**src/rtl/cascade_timer_pkg.sv**
```systemverilog
package cascade_timer_pkg;
  localparam int ADDR_W = 5;
  localparam int BUS_W  = 16;
  localparam int FORCE_MT_LSB = 8;

  localparam logic [ADDR_W-1:0] A_CTRL    = 5'h00;
  localparam logic [ADDR_W-1:0] A_CH_EN   = 5'h01;
  localparam logic [ADDR_W-1:0] A_MT_SEL  = 5'h02;
  localparam logic [ADDR_W-1:0] A_FORCE   = 5'h03;
  localparam logic [ADDR_W-1:0] A_FLAGS   = 5'h04;
  localparam logic [ADDR_W-1:0] A_MT_LOAD = 5'h08;
  localparam logic [ADDR_W-1:0] A_CH_LOAD = 5'h10;
  localparam logic [ADDR_W-1:0] A_CH_CNT  = 5'h18;
endpackage

```
**src/rtl/ct_regs.sv**
```systemverilog
module ct_regs
  import cascade_timer_pkg::*;
#(
  parameter int N_CH  = 4,
  parameter int N_MT  = 2,
  parameter int MT_W  = 8,
  parameter int CNT_W = 16,
  localparam int SEL_W = (N_MT > 1) ? $clog2(N_MT) : 1
) (
  input  logic                              clk,
  input  logic                              rst_n,
  input  logic                              wr_en,
  input  logic [ADDR_W-1:0]                 addr,
  input  logic [BUS_W-1:0]                  wdata,
  output logic [BUS_W-1:0]                  rdata,
  output logic                              gen_en,
  output logic [N_CH-1:0]                   ch_en,
  output logic [N_CH-1:0][SEL_W-1:0]        ch_sel,
  output logic [N_MT-1:0][MT_W-1:0]         mt_load,
  output logic [N_CH-1:0][CNT_W-1:0]        ch_load,
  output logic [N_MT-1:0]                   mt_force,
  output logic [N_CH-1:0]                   ch_force,
  output logic [N_CH-1:0]                   flag_clr,
  input  logic [N_CH-1:0]                   flags,
  input  logic [N_CH-1:0][CNT_W-1:0]        ch_cnt
);
  logic                       gen_q, gen_d;
  logic [N_CH-1:0]            en_q, en_d;
  logic [N_CH-1:0][SEL_W-1:0] sel_q, sel_d;
  logic [N_MT-1:0][MT_W-1:0]  mtl_q, mtl_d;
  logic [N_CH-1:0][CNT_W-1:0] chl_q, chl_d;

  // write decode: next-state
  always_comb begin
    gen_d = gen_q;
    en_d  = en_q;
    sel_d = sel_q;
    mtl_d = mtl_q;
    chl_d = chl_q;
    if (addr == A_CTRL)   gen_d = wdata[0];
    if (addr == A_CH_EN)  en_d  = wdata[N_CH-1:0];
    if (addr == A_MT_SEL) sel_d = wdata[N_CH*SEL_W-1:0];
    for (int m = 0; m < N_MT; m++)
      if (addr == ADDR_W'(int'(A_MT_LOAD) + m)) mtl_d[m] = wdata[MT_W-1:0];
    for (int c = 0; c < N_CH; c++)
      if (addr == ADDR_W'(int'(A_CH_LOAD) + c)) chl_d[c] = wdata[CNT_W-1:0];
  end

  always_ff @(posedge clk or negedge rst_n) begin
    if (!rst_n) begin
      gen_q <= 1'b0;
      en_q  <= '0;
      sel_q <= '0;
      mtl_q <= '0;
      chl_q <= '0;
    end else if (wr_en) begin
      gen_q <= gen_d;
      en_q  <= en_d;
      sel_q <= sel_d;
      mtl_q <= mtl_d;
      chl_q <= chl_d;
    end
  end

  // single-cycle strobes
  always_comb begin
    for (int m = 0; m < N_MT; m++)
      mt_force[m] = wr_en && (addr == A_FORCE) && wdata[FORCE_MT_LSB + m];
    for (int c = 0; c < N_CH; c++) begin
      ch_force[c] = wr_en && (addr == A_FORCE) && wdata[c];
      flag_clr[c] = wr_en && (addr == A_FLAGS) && wdata[c];
    end
  end

  // read mux; restart register reads zero
  always_comb begin
    rdata = '0;
    if (addr == A_CTRL)   rdata[0] = gen_q;
    if (addr == A_CH_EN)  rdata[N_CH-1:0] = en_q;
    if (addr == A_MT_SEL) rdata[N_CH*SEL_W-1:0] = sel_q;
    if (addr == A_FLAGS)  rdata[N_CH-1:0] = flags;
    for (int m = 0; m < N_MT; m++)
      if (addr == ADDR_W'(int'(A_MT_LOAD) + m)) rdata[MT_W-1:0] = mtl_q[m];
    for (int c = 0; c < N_CH; c++) begin
      if (addr == ADDR_W'(int'(A_CH_LOAD) + c)) rdata[CNT_W-1:0] = chl_q[c];
      if (addr == ADDR_W'(int'(A_CH_CNT) + c))  rdata[CNT_W-1:0] = ch_cnt[c];
    end
  end

  assign gen_en  = gen_q;
  assign ch_en   = en_q;
  assign ch_sel  = sel_q;
  assign mt_load = mtl_q;
  assign ch_load = chl_q;
endmodule

```
**src/rtl/ct_micro.sv**
```systemverilog
module ct_micro #(
  parameter int MT_W = 8
) (
  input  logic            clk,
  input  logic            rst_n,
  input  logic            run,
  input  logic            force_ld,
  input  logic [MT_W-1:0] load,
  output logic            tick
);
  logic [MT_W-1:0] cnt_q, cnt_d;
  logic            zero;

  assign zero = (cnt_q == '0);

  always_comb begin
    cnt_d = cnt_q;
    tick  = 1'b0;
    if (force_ld) begin
      cnt_d = load;
    end else if (run) begin
      tick  = zero;
      cnt_d = zero ? load : cnt_q - 1'b1;
    end
  end

  always_ff @(posedge clk or negedge rst_n) begin
    if (!rst_n)               cnt_q <= '0;
    else if (force_ld || run) cnt_q <= cnt_d;
  end
endmodule

```
**src/rtl/ct_channel.sv**
```systemverilog
module ct_channel #(
  parameter int CNT_W = 16
) (
  input  logic             clk,
  input  logic             rst_n,
  input  logic             run,
  input  logic             tick,
  input  logic             force_ld,
  input  logic             clr,
  input  logic [CNT_W-1:0] load,
  output logic [CNT_W-1:0] cnt,
  output logic             flag,
  output logic             trig
);
  logic [CNT_W-1:0] cnt_q, cnt_d;
  logic             flag_q, flag_d;
  logic             trig_q;
  logic             step, expire;

  assign step   = run && tick && !force_ld;
  assign expire = step && (cnt_q == '0);

  always_comb begin
    cnt_d = cnt_q;
    if (force_ld)  cnt_d = load;
    else if (step) cnt_d = expire ? load : cnt_q - 1'b1;
    // set has priority over a same-edge clear
    flag_d = expire ? 1'b1 : (clr ? 1'b0 : flag_q);
  end

  always_ff @(posedge clk or negedge rst_n) begin
    if (!rst_n)                cnt_q <= '0;
    else if (force_ld || step) cnt_q <= cnt_d;
  end

  always_ff @(posedge clk or negedge rst_n) begin
    if (!rst_n) begin
      flag_q <= 1'b0;
      trig_q <= 1'b0;
    end else begin
      flag_q <= flag_d;
      trig_q <= expire;
    end
  end

  assign cnt  = cnt_q;
  assign flag = flag_q;
  assign trig = trig_q;
endmodule

```
**src/rtl/cascade_timer.sv**
```systemverilog
module cascade_timer
  import cascade_timer_pkg::*;
#(
  parameter int N_CH  = 4,
  parameter int N_MT  = 2,
  parameter int MT_W  = 8,
  parameter int CNT_W = 16
) (
  input  logic              clk,
  input  logic              rst_n,
  input  logic              bus_wr,
  input  logic [ADDR_W-1:0] bus_addr,
  input  logic [BUS_W-1:0]  bus_wdata,
  output logic [BUS_W-1:0]  bus_rdata,
  output logic [N_CH-1:0]   trig_o
);
  localparam int SEL_W = (N_MT > 1) ? $clog2(N_MT) : 1;

  logic [1:0]                 rst_sync;
  logic                       rst_sync_n;
  logic                       gen_en;
  logic [N_CH-1:0]            ch_en;
  logic [N_CH-1:0][SEL_W-1:0] ch_sel;
  logic [N_MT-1:0][MT_W-1:0]  mt_load;
  logic [N_CH-1:0][CNT_W-1:0] ch_load;
  logic [N_MT-1:0]            mt_force;
  logic [N_CH-1:0]            ch_force;
  logic [N_CH-1:0]            flag_clr;
  logic [N_CH-1:0]            flags;
  logic [N_CH-1:0][CNT_W-1:0] ch_cnt;
  logic [N_MT-1:0]            mt_tick;

  always_ff @(posedge clk or negedge rst_n) begin
    if (!rst_n) rst_sync <= 2'b00;
    else        rst_sync <= {rst_sync[0], 1'b1};
  end
  assign rst_sync_n = rst_sync[1];

  ct_regs #(.N_CH(N_CH), .N_MT(N_MT), .MT_W(MT_W), .CNT_W(CNT_W)) u_regs (
    .clk(clk), .rst_n(rst_sync_n),
    .wr_en(bus_wr), .addr(bus_addr), .wdata(bus_wdata), .rdata(bus_rdata),
    .gen_en(gen_en), .ch_en(ch_en), .ch_sel(ch_sel),
    .mt_load(mt_load), .ch_load(ch_load),
    .mt_force(mt_force), .ch_force(ch_force), .flag_clr(flag_clr),
    .flags(flags), .ch_cnt(ch_cnt)
  );

  for (genvar m = 0; m < N_MT; m++) begin : g_mt
    ct_micro #(.MT_W(MT_W)) u_mt (
      .clk(clk), .rst_n(rst_sync_n), .run(gen_en),
      .force_ld(mt_force[m]), .load(mt_load[m]), .tick(mt_tick[m])
    );
  end

  for (genvar c = 0; c < N_CH; c++) begin : g_ch
    ct_channel #(.CNT_W(CNT_W)) u_ch (
      .clk(clk), .rst_n(rst_sync_n),
      .run(gen_en && ch_en[c]), .tick(mt_tick[ch_sel[c]]),
      .force_ld(ch_force[c]), .clr(flag_clr[c]), .load(ch_load[c]),
      .cnt(ch_cnt[c]), .flag(flags[c]), .trig(trig_o[c])
    );
  end
endmodule

```
**config.mk**
```make
export PLATFORM = sky130hd
export DESIGN_NAME = cascade_timer
export DESIGN_NICKNAME = d
export VERILOG_FILES = /design/src/rtl/cascade_timer_pkg.sv /design/src/rtl/ct_regs.sv /design/src/rtl/ct_micro.sv /design/src/rtl/ct_channel.sv /design/src/rtl/cascade_timer.sv
export SDC_FILE = /design/constraint.sdc
export NUM_CORES = 1
export LEC_CHECK = 0
export ABC_CLOCK_PERIOD_IN_PS = 8000
export BUFFER_PORTS_ARGS = -buffer_cell sky130_fd_sc_hd__buf_2
export CORE_MARGIN = 10
export CORE_UTILIZATION = 55
export CTS_CLUSTER_DIAMETER = 60
export DETAILED_ROUTE_END_ITERATION = 6
export GPL_TIMING_DRIVEN = 0
export PLACE_DENSITY = 0.71
export SLEW_MARGIN = 10
export SYNTH_ARGS = -nofsm -noshare
export SYNTH_HDL_FRONTEND = slang
export SYNTH_SLANG_ARGS = --single-unit
```
**constraint.sdc**
```tcl
create_clock -name clk -period 8 [get_ports clk]
set_input_delay 0.4 -clock clk [delete_from_list [all_inputs] [get_ports clk]]
set_output_delay 0.4 -clock clk [all_outputs]
set_load 0.01 [all_outputs]
```
==> results by group, run 1 <==
Status
  • Status: complete, no violations

Final layout
  • Layout cell share with drive strength beyond 1: 15.55%
  • Area Overhead vs Synth: 10.93%
  • ANT cells: 0
  • Nets: 1213
  • # fillers: 1621
  • Fin cells: 1430

Global route
  • Vias in the first global route: 9148
  • Largest net degree at the start of global routing: 62
  • Tot GR Track Use: 28.44%
  • First-pass GRT wire length: 53770 um
  • Grt ovf: 0
  • Initial antenna violation count: 0

Placement
  • Input/output buffers: 40
  • DP HPWL: 26270 um
  • Placed Cells: 1397
  • RePlAce Congestion: 0.9972

Power and ir drop
  • Switching power: 1.101 mW
  • Internal: 1.837 mW
  • PD cells: 256.9 mW/mm2
  • Max IR drop VDD: 180.4 uV
  • Sw frac: 37.47%
  • Combinational Power Share: 24.4%
  • Clock share of power: 28.0%
  • Leak: 4.720 nW
  • Sequential group share of total power: 47.6%

Clocking
  • H-tree levels: 4
  • Root buf cell: clkbuf_16
  • Clock latency on the worst-skew pair: 0.44 ns
  • Clock Path Buffers: 2
  • Number of buffers created by CTS: 17
  • Post-CTS Setup Bufs: 0
  • Clock input transition at the sequential cells of the worst setup and hold paths: 0.07 ns
  • PostCTS Resize Cnt: 0
  • CTS tree: yes
  • Clock sinks: 179

Routing
  • Detailed Routing Iterations Pass 1: 6
  • DR WL/cell: 24.54 um
  • Residual DRC count: 0
  • Via count: 9751
  • Final WL: 35100 um
  • ANT nets after route: 0
  • DRT iter0 DRCs: 1238
  • Vias/cell: 6.819

STA
  • Worst Skew: 0.01049 ns
  • Worst-Margin Slew: 1.132 ns
  • Hold_ws: 0.2258 ns
  • Setup TNS: 0 ns
  • Max-slew violation count: 0
  • Unrepaired setup endpoints after global routing: false
  • Final Hold Viols: 0
  • Minimum clock period: 3.663 ns
  • Slew HR: 24.29%
  • Max Clk Rate: 273.0 MHz
  • Count of final setup violators: 0
  • Final period util: 45.79%

Worst setup path
  • Crit-path max FO: 10
  • Worst Reg2Reg Path Length in Cells: 9
  • Crit path kind: input port to output port
  • FF-to-FF Start: g_mt[1].u_mt.cnt_q[0]
  • Worst EP arrival: 3.26 ns
  • Startpoint types: input port
  • Critical path capture point type: output port
  • Worst R2R End: g_ch[0].u_ch.cnt[4]
  • R2R Setup Slk: 4.76 ns
  • CP required: 7.60 ns

Synthesis
  • Largest family of logic cells by synthesized area: compound AO/OA/AOI/OAI gates
  • Ys async rst share: 100.0%
  • Mapped Cells: 1121
  • Post-synth top cells: 179 x dfrtp_1, 114 x nand2_1, 85 x o21ai_0
  • Leading area contributor after synthesis: dfrtp_1
  • Compound-Gate Fraction of Synth Area: 22.07%
  • Top cell type's share of synthesized area: 43.44%
  • Synthesized area: 0.01031 mm2
  • Synth area leaders: dfrtp_1 43%, mux2_2 9.0%, nand2_1 4.1%
  • EDFF count, synth: 0
  • Adder-cell share of the synthesized area: 0.7281%
  • Most frequent cell after synthesis: dfrtp_1
  • Simple-Gate Fraction of Synth Area: 19.44%
  • Synth warn: 0
  • Mux share of post-synthesis cell area: 10.12%
  • Post-Synth XOR/XNOR Area: 0.5096%
  • Number of library cell types mapped by synthesis: 74
  • Syn_area_per_cell: 9.198 um2
  • Top_reg_cell synth: dfrtp_1
  • Seq/Total Area, Yosys: 43.44%
  • Flops & latches, synth: 179
  • Syn_nets: 1151

Hold path
  • Hold Crit Endpoint: u_regs.ch_en[0]
  • HP Class: input port to flip-flop
  • HP Start: bus_wdata[0]
  • Min-Delay Path Depth: 3

Floorplanning
  • Die ar.: 0.02462 mm2
  • Core Footprint: 0.01858 mm2
  • # IOs: 44
  • Chip width: 156.9 um
  • Die span in y: 156.9 um
  • Placement row count: 50
  • Initial core utilization: 55.49%

Flow run
  • Max Cap Viol: 0
-- cell families (layout without fill, tap and decap cells) --
| logic type | count (synthesis) | after routing |
|---|---|---|
| AOI/OAI and AO/OA | 337 | 337 |
| xor gates and xnor gates | 6 | 6 |
| adders and majority gates | 6 | 6 |
| buffers and inverters | 93 | 168 |
| DFF | 179 | 179 |
| muxes | 94 | 94 |
| other | 1 | 1 |
| and+or+nand+nor | 405 | 405 |
-- flip-flops by register name, summed over array words and instances (netlist names) --
name / flops
u_regs.gen_en: 1
g_ch.u_ch.trig: 4
u_regs.ch_sel: 4
g_ch.u_ch.flag: 4
u_regs.ch_en: 4
u_regs.mt_load: 16
u_regs.ch_load: 64
g_mt.u_mt.cnt_q: 16
g_ch.u_ch.cnt: 64
rst_sync: 2
-- worst max-delay path: stages --
cell,delay (ns)
buf_2,0.08
clkbuf_1,0.34
nor3b_2,0.67
clkbuf_1,0.44
nand3_1,0.38
nand3_1,0.23
a211oi_1,0.09
o31ai_1,0.41
buf_2,0.22
-- metal layers --
layer | track usage [%] | share of wire (%)
met3 | 5.813 | 9.4
met5 | 0 | 0
met2 | 42.90 | 45
met4 | 9.438 | 3.2
met1 | 39.98 | 43
-- how the worst max path moves through the flow --
stage,slack [ns],from,to,cells past startpoint
2_1_floorplan,2.64,rst_sync[1],g_ch[0].u_ch.cnt[0],0
3_3_place_gp,0.49,rst_sync[1],g_mt[1].u_mt.cnt_q[5],0
3_5_place_dp,4.44,bus_addr[1],bus_rdata[6],9
4_1_cts,4.43,bus_addr[1],bus_rdata[6],9
5_1_grt,4.18,bus_addr[1],bus_rdata[6],9
6_report,4.34,bus_addr[1],bus_rdata[2],9
-- power by group through the flow --
stage	Combinational (mW)	Sequential (mW)	Clock, mW
after floorplan	0.545	1.29	0
after global placement	0.672	1.40	0
after detailed placement	0.704	1.40	0
after CTS	0.707	1.38	0.825
after global routing	0.801	1.42	0.863
final	0.716	1.40	0.823
-- per-stage QoR --
| stage | util [%] | setup WS, ns | instance area [um2] | power (mW) |
|---|---|---|---|---|
| floorplan | - | 2.643 | 10310 | 1.833 |
| global placement | 58.15 | 0.4945 | 10800 | 2.076 |
| detailed placement | 58.46 | 4.437 | 10860 | 2.102 |
| CTS | 61.56 | 4.434 | 11440 | 2.914 |
| global route | 61.56 | 4.185 | 11440 | 3.085 |
| finish | 61.56 | 4.337 | 11440 | 2.938 |
-- timing repair --
action | in CTS | in global routing
hold buffers | 1 | 0
endpoints found under the hold margin | 2 | 0
endpoints found under the setup margin | 0 | 0
-- layout make-up --
cell class | count | area (um2) | area share [%]
Buffer | 68 | 282.8 | 2.472
Clock buffer | 17 | 425.4 | 3.719
Clock inverter | 15 | 140.1 | 1.225
Inverter | 25 | 93.84 | 0.8204
Multi-Input combinational cell | 849 | 5455 | 47.69
Sequential cell | 179 | 4483 | 39.19
Tap cell | 234 | 292.8 | 2.560
Timing Repair Buffer | 43 | 265.3 | 2.319
-- placed cells by master (no fill, tap or decap), types with 9 or more instances in the layout --
master and n:
dfrtp_1 178, nand2_1 114, o21ai_0 85, mux2_2 82
nor2_1 79, a21oi_1 61, clkbuf_1 53, nor3_1 52
nand3_1 51, buf_2 50, o22ai_1 26, inv_1 25
a22oi_1 22, clkbuf_16 17, or3_1 16, a221oi_1 16
a31oi_1 13, o211ai_1 13, or4_1 12, mux2i_1 12
nor4_1 12, nand2b_1 11, a32oi_1 10, and3_1 9
Power figures use the tool's default switching activity.
==> inputs of run 2 (changes only) <==
--- a/config.mk
+++ b/config.mk
@@ -5,14 +5,14 @@
 export SDC_FILE = /design/constraint.sdc
 export NUM_CORES = 1
 export LEC_CHECK = 0
-export ABC_CLOCK_PERIOD_IN_PS = 8000
+export ABC_CLOCK_PERIOD_IN_PS = 3200
 export BUFFER_PORTS_ARGS = -buffer_cell sky130_fd_sc_hd__buf_2
 export CORE_MARGIN = 10
 export CORE_UTILIZATION = 55
 export CTS_CLUSTER_DIAMETER = 60
 export DETAILED_ROUTE_END_ITERATION = 6
 export GPL_TIMING_DRIVEN = 0
-export PLACE_DENSITY = 0.71
+export PLACE_DENSITY = 0.74
 export SLEW_MARGIN = 10
 export SYNTH_ARGS = -nofsm -noshare
 export SYNTH_HDL_FRONTEND = slang
==> constraint.sdc (replaced) <==
create_clock -name clk -period 3.2 [get_ports clk]
set_input_delay 0.16 -clock clk [delete_from_list [all_inputs] [get_ports clk]]
set_output_delay 0.16 -clock clk [all_outputs]
set_load 0.01 [all_outputs]
==> run 2 against run 1 <==
  * Design area is 0.78% higher
  * Combinational power grew to 2.6 times the previous value
  * Via count is 2.6% higher
  * Sequential cell count stayed put
  * Register-to-register slack worse by 4.6 ns
  * Setup slack worse by 4.2 ns
  * Clock power grew to 2.5 times the previous value
  * First-iteration DRC count is 2.8% lower
  * Final cell count is 0.21% higher
  * Clock skew is 0.0024 ns lower
  * Hold slack worse by 0.21 ns
  * Critical path type is now flip-flop to flip-flop
  * Largest cell class unchanged
==> results by group, run 2 (synthesis gave the netlist of run 1 again) <==
Hold path
  • HP Class: input port to asynchronous set/reset pin (was input port to flip-flop)

STA
  • Worst Skew: 0.008068 ns (was 0.01049 ns)
  • Worst-Margin Slew: 1.091 ns (was 1.132 ns)
  • Max-slew violation count: 0 (unchanged)
  • Minimum clock period: 3.052 ns
  • Unrepaired setup endpoints after global routing: true (was false)
  • Count of final setup violators: 0 (unchanged)
  • Max Clk Rate: 327.7 MHz
  • Final period util: 95.37%
  • Hold_ws: 0.02015 ns (was 0.2258 ns)
  • Final Hold Viols: 0 (unchanged)
  • Slew HR: 26.98% (was 24.29%)

Clocking
  • Clock sinks: 179 (unchanged)
  • CTS tree: yes (unchanged)
  • Clock Path Buffers: 2 (unchanged)
  • H-tree levels: 4 (unchanged)
  • Clock input transition at the sequential cells of the worst setup and hold paths: 0.07 ns (about the same)
  • Root buf cell: clkbuf_16 (unchanged)
  • Number of buffers created by CTS: 17 (unchanged)
  • Clock latency on the worst-skew pair: 0.44 ns (about the same)

Power and ir drop
  • Sequential group share of total power: 47.1% (was 47.6%)
  • PD cells: 640.9 mW/mm2 (was 256.9 mW/mm2)
  • Sw frac: 36.29% (was 37.47%)
  • Clock share of power: 28.2% (was 28.0%)
  • Internal: 4.706 mW (was 1.837 mW)
  • Leak: 4.764 nW (was 4.720 nW)
  • Switching power: 2.681 mW (was 1.101 mW)
  • Design Power: 7.387 mW (was 2.938 mW)
  • Combinational Power Share: 24.7% (was 24.4%)
  • Max IR drop VDD: 378.6 uV (was 180.4 uV)

Placement
  • Placed Cells: 1398 (was 1397)
  • DP HPWL: 25910 um (was 26270 um)
  • Input/output buffers: 40 (unchanged)
  • RePlAce Congestion: 1.013 (was 0.9972)

Floorplanning
  • # IOs: 44 (unchanged)
  • Die span in y: 156.9 um (unchanged)
  • Chip width: 156.9 um (unchanged)
  • Initial core utilization: 55.49% (unchanged)
  • Placement row count: 50 (unchanged)
  • Core Footprint: 0.01858 mm2 (unchanged)
  • Die ar.: 0.02462 mm2 (unchanged)

Routing
  • Final WL: 35130 um (was 35100 um)
  • DR WL/cell: 24.52 um (was 24.54 um)
  • Residual DRC count: 0 (unchanged)
  • Detailed Routing Iterations Pass 1: 6 (unchanged)
  • DRT iter0 DRCs: 1203 (was 1238)
  • Via count: 10000 (was 9751)
  • ANT nets after route: 0 (unchanged)
  • Vias/cell: 6.978 (was 6.819)

Flow run
  • Max Cap Viol: 0 (unchanged)

Final layout
  • Footprint of the multi-input gates: 0.005493 mm2 (was 0.005455 mm2)
  • Leading cell type in the layout, fill and taps excluded: dfrtp_1 (unchanged)
  • ANT cells: 0 (unchanged)
  • Layout cell share with drive strength beyond 1: 16.43% (was 15.55%)
  • # fillers: 1623 (was 1621)
  • Seq. cell area: 0.004483 mm2 (unchanged)
  • Most frequent cells in the layout: 178 x dfrtp_1, 114 x nand2_1, 85 x o21ai_0 (unchanged)
  • Fin cells: 1433 (was 1430)
  • Nets: 1216 (was 1213)
  • Area Overhead vs Synth: 11.79% (was 10.93%)

Worst setup path
  • Crit path kind: flip-flop to flip-flop (was input port to output port)
  • Delay-heaviest family, CP: compound AO/OA/AOI/OAI gates (was simple AND/OR/NAND/NOR gates)
  • Worst path bufs/invs: 3 (was 4)
  • CP max-delay cell: or4bb_4 (was nor3b_2)
  • Critical path's largest stage delay: 0.62 ns (was 0.67 ns)
  • Critical path capture point type: flip-flop (was output port)
  • Worst EP arrival: 3.37 ns (was 3.26 ns)
  • Startpoint types: flip-flop (was input port)
  • CP required: 3.52 ns (was 7.60 ns)
  • Most used cell, CP: buf_2
  • CP cell instances: inv_1 -> ha_1 -> or4bb_4 -> a311o_2 -> o2bb2a_4 -> buf_2 -> buf_2 -> nand2_1 -> nor2_1 -> a221o_1 (was buf_2 -> clkbuf_1 -> nor3b_2 -> clkbuf_1 -> nand3_1 -> nand3_1 -> a211oi_1 -> o31ai_1 -> buf_2)
  • Crit-path max FO: 10 (unchanged)

Global route
  • Grt ovf: 0 (unchanged)
  • Vias in the first global route: 9334 (was 9148)
  • Tot GR Track Use: 28.67% (was 28.44%)
  • First-pass GRT wire length: 54540 um (was 53770 um)
  • Initial antenna violation count: 0 (unchanged)
  • Largest net degree at the start of global routing: 61 (was 62)

Status
  • Status: complete, no violations (unchanged)
run 2: metrics by stage:
| stage | instance area, um2 | TNS (ns) | util [%] | setup slack [ns] |
|---|---|---|---|---|
| after floorplan | 10310 | 0 | - | 0.2441 |
| after global placement | 10810 | -161.80 | 58.15 | -0.9381 |
| after detailed placement | 10880 | 0 | 58.57 | 0.05320 |
| after CTS | 11470 | 0 | 61.76 | 0.01840 |
| after global routing | 11530 | -0.01125 | 62.04 | -0.01060 |
| final | 11530 | 0 | 62.04 | 0.1483 |
run 2: final cells by class:
cell class / count / share of cell area [%]
buffer: 67 / 2.453
clock buffer: 20 / 4.049
clock inverter: 12 / 0.9118
inverter: 25 / 0.8141
multi-input combinational: 849 / 47.65
sequential: 179 / 38.89
tap: 234 / 2.540
timing repair buffer: 47 / 2.692
run 2: path summary, 6_finish.rpt:
| path | cells after the start | end | slack [ns] | from |
|---|---|---|---|---|
| setup / recovery | 10 | g_ch[2].u_ch.cnt[0] | 0.15 | g_mt[1].u_mt.cnt_q[0] |
| max in group asynchronous | 3 | g_ch[2].u_ch.trig | 1.64 | rst_sync[1] |
| hold / removal | 2 | rst_sync[1] | 0.02 | rst_n |
| setup reg to reg | 10 | g_ch[2].u_ch.cnt[0] | 0.15 | g_mt[1].u_mt.cnt_q[0] |
| min in group clk | 2 | u_regs.ch_load[11] | 0.03 | bus_wdata[11] |
| hold reg to reg | 0 | g_ch[0].u_ch.cnt[12] | 0.31 | rst_sync[1] |
run 2: power by group through the flow:
stage               registers, mW  clock network (mW)  logic (mW)
floorplan                    3.22                   0        1.36
CTS                          3.44                2.09        1.79
finish                       3.48                2.08        1.83
detailed placement           3.48                   0        1.77
global route                 3.54                2.20        2.02
global placement             3.49                   0        1.67
run 2: worst reg2reg max path, stage by stage, from the launching register on:
cell and delay [ns]:
dfrtp_1 0.40, inv_1 0.09, ha_1 0.22, or4bb_4 0.62
a311o_2 0.42, o2bb2a_4 0.25, buf_2 0.20, buf_2 0.22
nand2_1 0.17, nor2_1 0.07, a221o_1 0.28
run 2: per-layer routing:
metal	part of all wire, %	track usage, %
met5	0	0
met4	3.6	10.07
met3	11	7.287
met2	45	43.82
met1	40	38.68
run 2: timing repair:
action | CTS | global route
endpoints found under the hold margin | 3 | 0
resized for setup | 0 | 14
setup endpoints to repair | 0 | 53
setup buffers | 0 | 2
hold buffers | 2 | 0
==> inputs of run 3 (changes only) <==
--- a/config.mk
+++ b/config.mk
@@ -6,13 +6,13 @@
 export NUM_CORES = 1
 export LEC_CHECK = 0
 export ABC_CLOCK_PERIOD_IN_PS = 3200
-export BUFFER_PORTS_ARGS = -buffer_cell sky130_fd_sc_hd__buf_2
 export CORE_MARGIN = 10
 export CORE_UTILIZATION = 55
 export CTS_CLUSTER_DIAMETER = 60
 export DETAILED_ROUTE_END_ITERATION = 6
+export DONT_BUFFER_PORTS = 1
 export GPL_TIMING_DRIVEN = 0
-export PLACE_DENSITY = 0.74
+export PLACE_DENSITY = 0.72
 export SLEW_MARGIN = 10
 export SYNTH_ARGS = -nofsm -noshare
 export SYNTH_HDL_FRONTEND = slang
==> run 3 against run 2 <==
  * Register-to-register slack gained 0.02 ns
  * Sequential power shrank 1%
  * Critical path depth is the same
  * Clock skew grew 0.0015 ns
  * Maximum frequency grew 0.62%
  * Clock-buffer cell count grew 1
  * Sequential cell count is the same
  * Sequential share of layout area grew 0.17 points
  * Global-route usage shrank 0.32 points
  * Combinational power is essentially flat
  * Final cell count shrank 2.0%
  * Via count shrank 2.9%
==> results by group, run 3 (synthesis gave the netlist of run 1 again) <==
Status
  • Status: complete, no violations (unchanged)

Worst setup path
  • Worst EP arrival: 3.38 ns (was 3.37 ns)
  • Startpoint types: flip-flop (unchanged)
  • Critical path capture point type: flip-flop (unchanged)
  • CP max-delay cell: or4bb_4 (unchanged)
  • Most used cell, CP: buf_2 (unchanged)
  • Delay-heaviest family, CP: compound AO/OA/AOI/OAI gates (unchanged)
  • Worst path bufs/invs: 3 (unchanged)
  • Critical path's largest stage delay: 0.61 ns (was 0.62 ns)
  • Crit path kind: flip-flop to flip-flop (unchanged)
  • Crit-path max FO: 10 (unchanged)
  • CP cell instances: inv_1 -> ha_1 -> or4bb_4 -> a311o_2 -> o2bb2a_4 -> buf_2 -> buf_2 -> nand2_1 -> o22ai_1 -> a311oi_1 (was inv_1 -> ha_1 -> or4bb_4 -> a311o_2 -> o2bb2a_4 -> buf_2 -> buf_2 -> nand2_1 -> nor2_1 -> a221o_1)
  • CP required: 3.55 ns (was 3.52 ns)

Final layout
  • ANT cells: 0 (unchanged)
  • Nets: 1187 (was 1216)
  • Fin cells: 1404 (was 1433)
  • Layout cell share with drive strength beyond 1: 13.42% (was 16.43%)
  • # fillers: 1569 (was 1623)
  • Footprint of the multi-input gates: 0.005500 mm2 (was 0.005493 mm2)
  • Area Overhead vs Synth: 11.30% (was 11.79%)
  • Seq. cell area: 0.004483 mm2 (unchanged)
  • Leading cell type in the layout, fill and taps excluded: dfrtp_1 (unchanged)
  • Most frequent cells in the layout: 178 x dfrtp_1, 114 x nand2_1, 85 x o21ai_0 (unchanged)

STA
  • Count of final setup violators: 0 (unchanged)
  • Final Hold Viols: 0 (unchanged)
  • Max-slew violation count: 0 (unchanged)
  • Final period util: 94.78% (was 95.37%)
  • Worst Skew: 0.009552 ns (was 0.008068 ns)
  • Final setup margin: 0.1671 ns (was 0.1483 ns)
  • Unrepaired setup endpoints after global routing: false (was true)
  • Slew HR: 32.91% (was 26.98%)
  • Minimum clock period: 3.033 ns (was 3.052 ns)
  • Worst-Margin Slew: 1.003 ns (was 1.091 ns)
  • Max Clk Rate: 329.7 MHz (was 327.7 MHz)

Floorplanning
  • Core Footprint: 0.01858 mm2 (unchanged)
  • Placement row count: 50 (unchanged)
  • Initial core utilization: 55.49% (unchanged)
  • Die ar.: 0.02462 mm2 (unchanged)
  • Die span in y: 156.9 um (unchanged)
  • Chip width: 156.9 um (unchanged)
  • # IOs: 44 (unchanged)

Power and ir drop
  • Clock share of power: 29.2% (was 28.2%)
  • Switching power: 2.610 mW (was 2.681 mW)
  • Sw frac: 35.32% (was 36.29%)
  • Leak: 4.644 nW (was 4.764 nW)
  • Internal: 4.780 mW (was 4.706 mW)
  • PD cells: 644.0 mW/mm2 (was 640.9 mW/mm2)
  • Combinational Power Share: 24.4% (was 24.7%)
  • Max IR drop VDD: 419.4 uV (was 378.6 uV)
  • Sequential group share of total power: 46.4% (was 47.1%)

Global route
  • Largest net degree at the start of global routing: 62 (was 61)
  • Vias in the first global route: 8898 (was 9334)
  • Tot GR Track Use: 28.34% (was 28.67%)
  • Grt ovf: 0 (unchanged)
  • First-pass GRT wire length: 53990 um (was 54540 um)
  • Initial antenna violation count: 0 (unchanged)

Placement
  • DP HPWL: 25100 um (was 25910 um)
  • Pre-CTS WS: 0.03028 ns (was 0.05320 ns)
  • Input/output buffers: 0 (was 40)
  • Placed Cells: 1358 (was 1398)
  • RePlAce Congestion: 1.062 (was 1.013)

Routing
  • Residual DRC count: 0 (unchanged)
  • Final WL: 34380 um (was 35130 um)
  • Detailed Routing Iterations Pass 1: 6 (unchanged)
  • Via count: 9709 (was 10000)
  • ANT nets after route: 0 (unchanged)
  • Vias/cell: 6.915 (was 6.978)
  • DR WL/cell: 24.49 um (was 24.52 um)
  • DRT iter0 DRCs: 1295 (was 1203)

Clocking
  • Root buf cell: clkbuf_16 (unchanged)
  • Clock sinks: 179 (unchanged)
  • H-tree levels: 4 (unchanged)
  • Clock Path Buffers: 2 (unchanged)
  • Number of buffers created by CTS: 17 (unchanged)
  • Clock latency on the worst-skew pair: 0.45 ns (was 0.44 ns)
  • CTS tree: yes (unchanged)
  • Clock input transition at the sequential cells of the worst setup and hold paths: 0.07 ns (about the same)

Hold path
  • HP Class: input port to flip-flop (was input port to asynchronous set/reset pin)

Flow run
  • Max Cap Viol: 0 (unchanged)
## run 3: cell types whose count changed in the layout (fill, tap and decap cells not counted), sizes merged
cell         previous run  this run
bufinv                  1         2
buf                    60        18
clkinvlp                5         2
dlygate4sd3             2        14
inv                    27        28
clkbuf                 72        74
## run 3: worst paths after layout
kind | start | end | slack (ns) | depth (start not counted)
hold / removal | bus_wdata[0] | u_regs.gen_en | 0.11 | 2
setup / recovery | g_mt[1].u_mt.cnt_q[0] | g_ch[2].u_ch.cnt[3] | 0.17 | 10
max in group asynchronous | rst_sync[1] | g_mt[1].u_mt.cnt_q[7] | 2.06 | 2
min in group asynchronous | rst_sync[1] | g_ch[0].u_ch.cnt[8] | 0.22 | 0
hold reg to reg | rst_sync[1] | g_ch[0].u_ch.cnt[8] | 0.22 | 0
setup reg to reg | g_mt[1].u_mt.cnt_q[0] | g_ch[2].u_ch.cnt[3] | 0.17 | 10
## run 3: metrics by stage
step	util, %	total power, mW	TNS, ns	hold WS [ns]	instance area [um2]
5_1_grt	61.76	7.770	0	0.1428	11480
3_3_place_gp	57.08	5.090	-159.96	-0.1355	10610
2_1_floorplan	-	4.581	0	-0.1356	10310
3_5_place_dp	57.49	5.160	0	-0.1355	10680
6_report	61.76	7.390	0	0.1106	11480
4_1_cts	61.49	7.314	0	0.1226	11420
## run 3: timing repair
| action | in CTS | in global routing |
|---|---|---|
| buffers inserted | 0 | 1 |
| endpoints found under the hold margin | 56 | 0 |
| resized for setup | 1 | 18 |
| gates cloned | 0 | 0 |
| hold buffers | 14 | 0 |
| setup endpoints to repair | 4 | 40 |
| pin swaps | 0 | 1 |
## run 3: worst reg2reg max path, cell delays in order (launching register included)
cell	delay, ns
dfrtp_1	0.40
inv_1	0.10
ha_1	0.21
or4bb_4	0.61
a311o_2	0.41
o2bb2a_4	0.25
buf_2	0.20
buf_2	0.22
nand2_1	0.16
o22ai_1	0.12
a311oi_1	0.26
## run 3: power groups by stage
stage / Clock (mW) / Sequential [mW] / Combinational (mW)
floorplan: 0 / 3.22 / 1.36
global placement: 0 / 3.46 / 1.63
detailed placement: 0 / 3.43 / 1.73
CTS: 2.15 / 3.40 / 1.76
global route: 2.27 / 3.49 / 2.01
finish: 2.16 / 3.43 / 1.80
## run 3: metal layers
metal / track usage [%] / vias up / share of wire (%)
met5: 0 / - / 0
met4: 12.22 / 0 / 4.5
met3: 5.704 / 112 / 10
met2: 42.70 / 593 / 45
met1: 38.85 / 4683 / 41
li1: - / 4321 / -
## run 3: cell type report
type	instances	share of cell area, %
well taps	234	2.551
multi-input cells	849	47.93
clock inverters	11	1.090
repair buffers	18	1.941
flip-flops and latches	179	39.06
plain buffers	67	2.508
clock buffers	21	4.099
inverters	25	0.8177
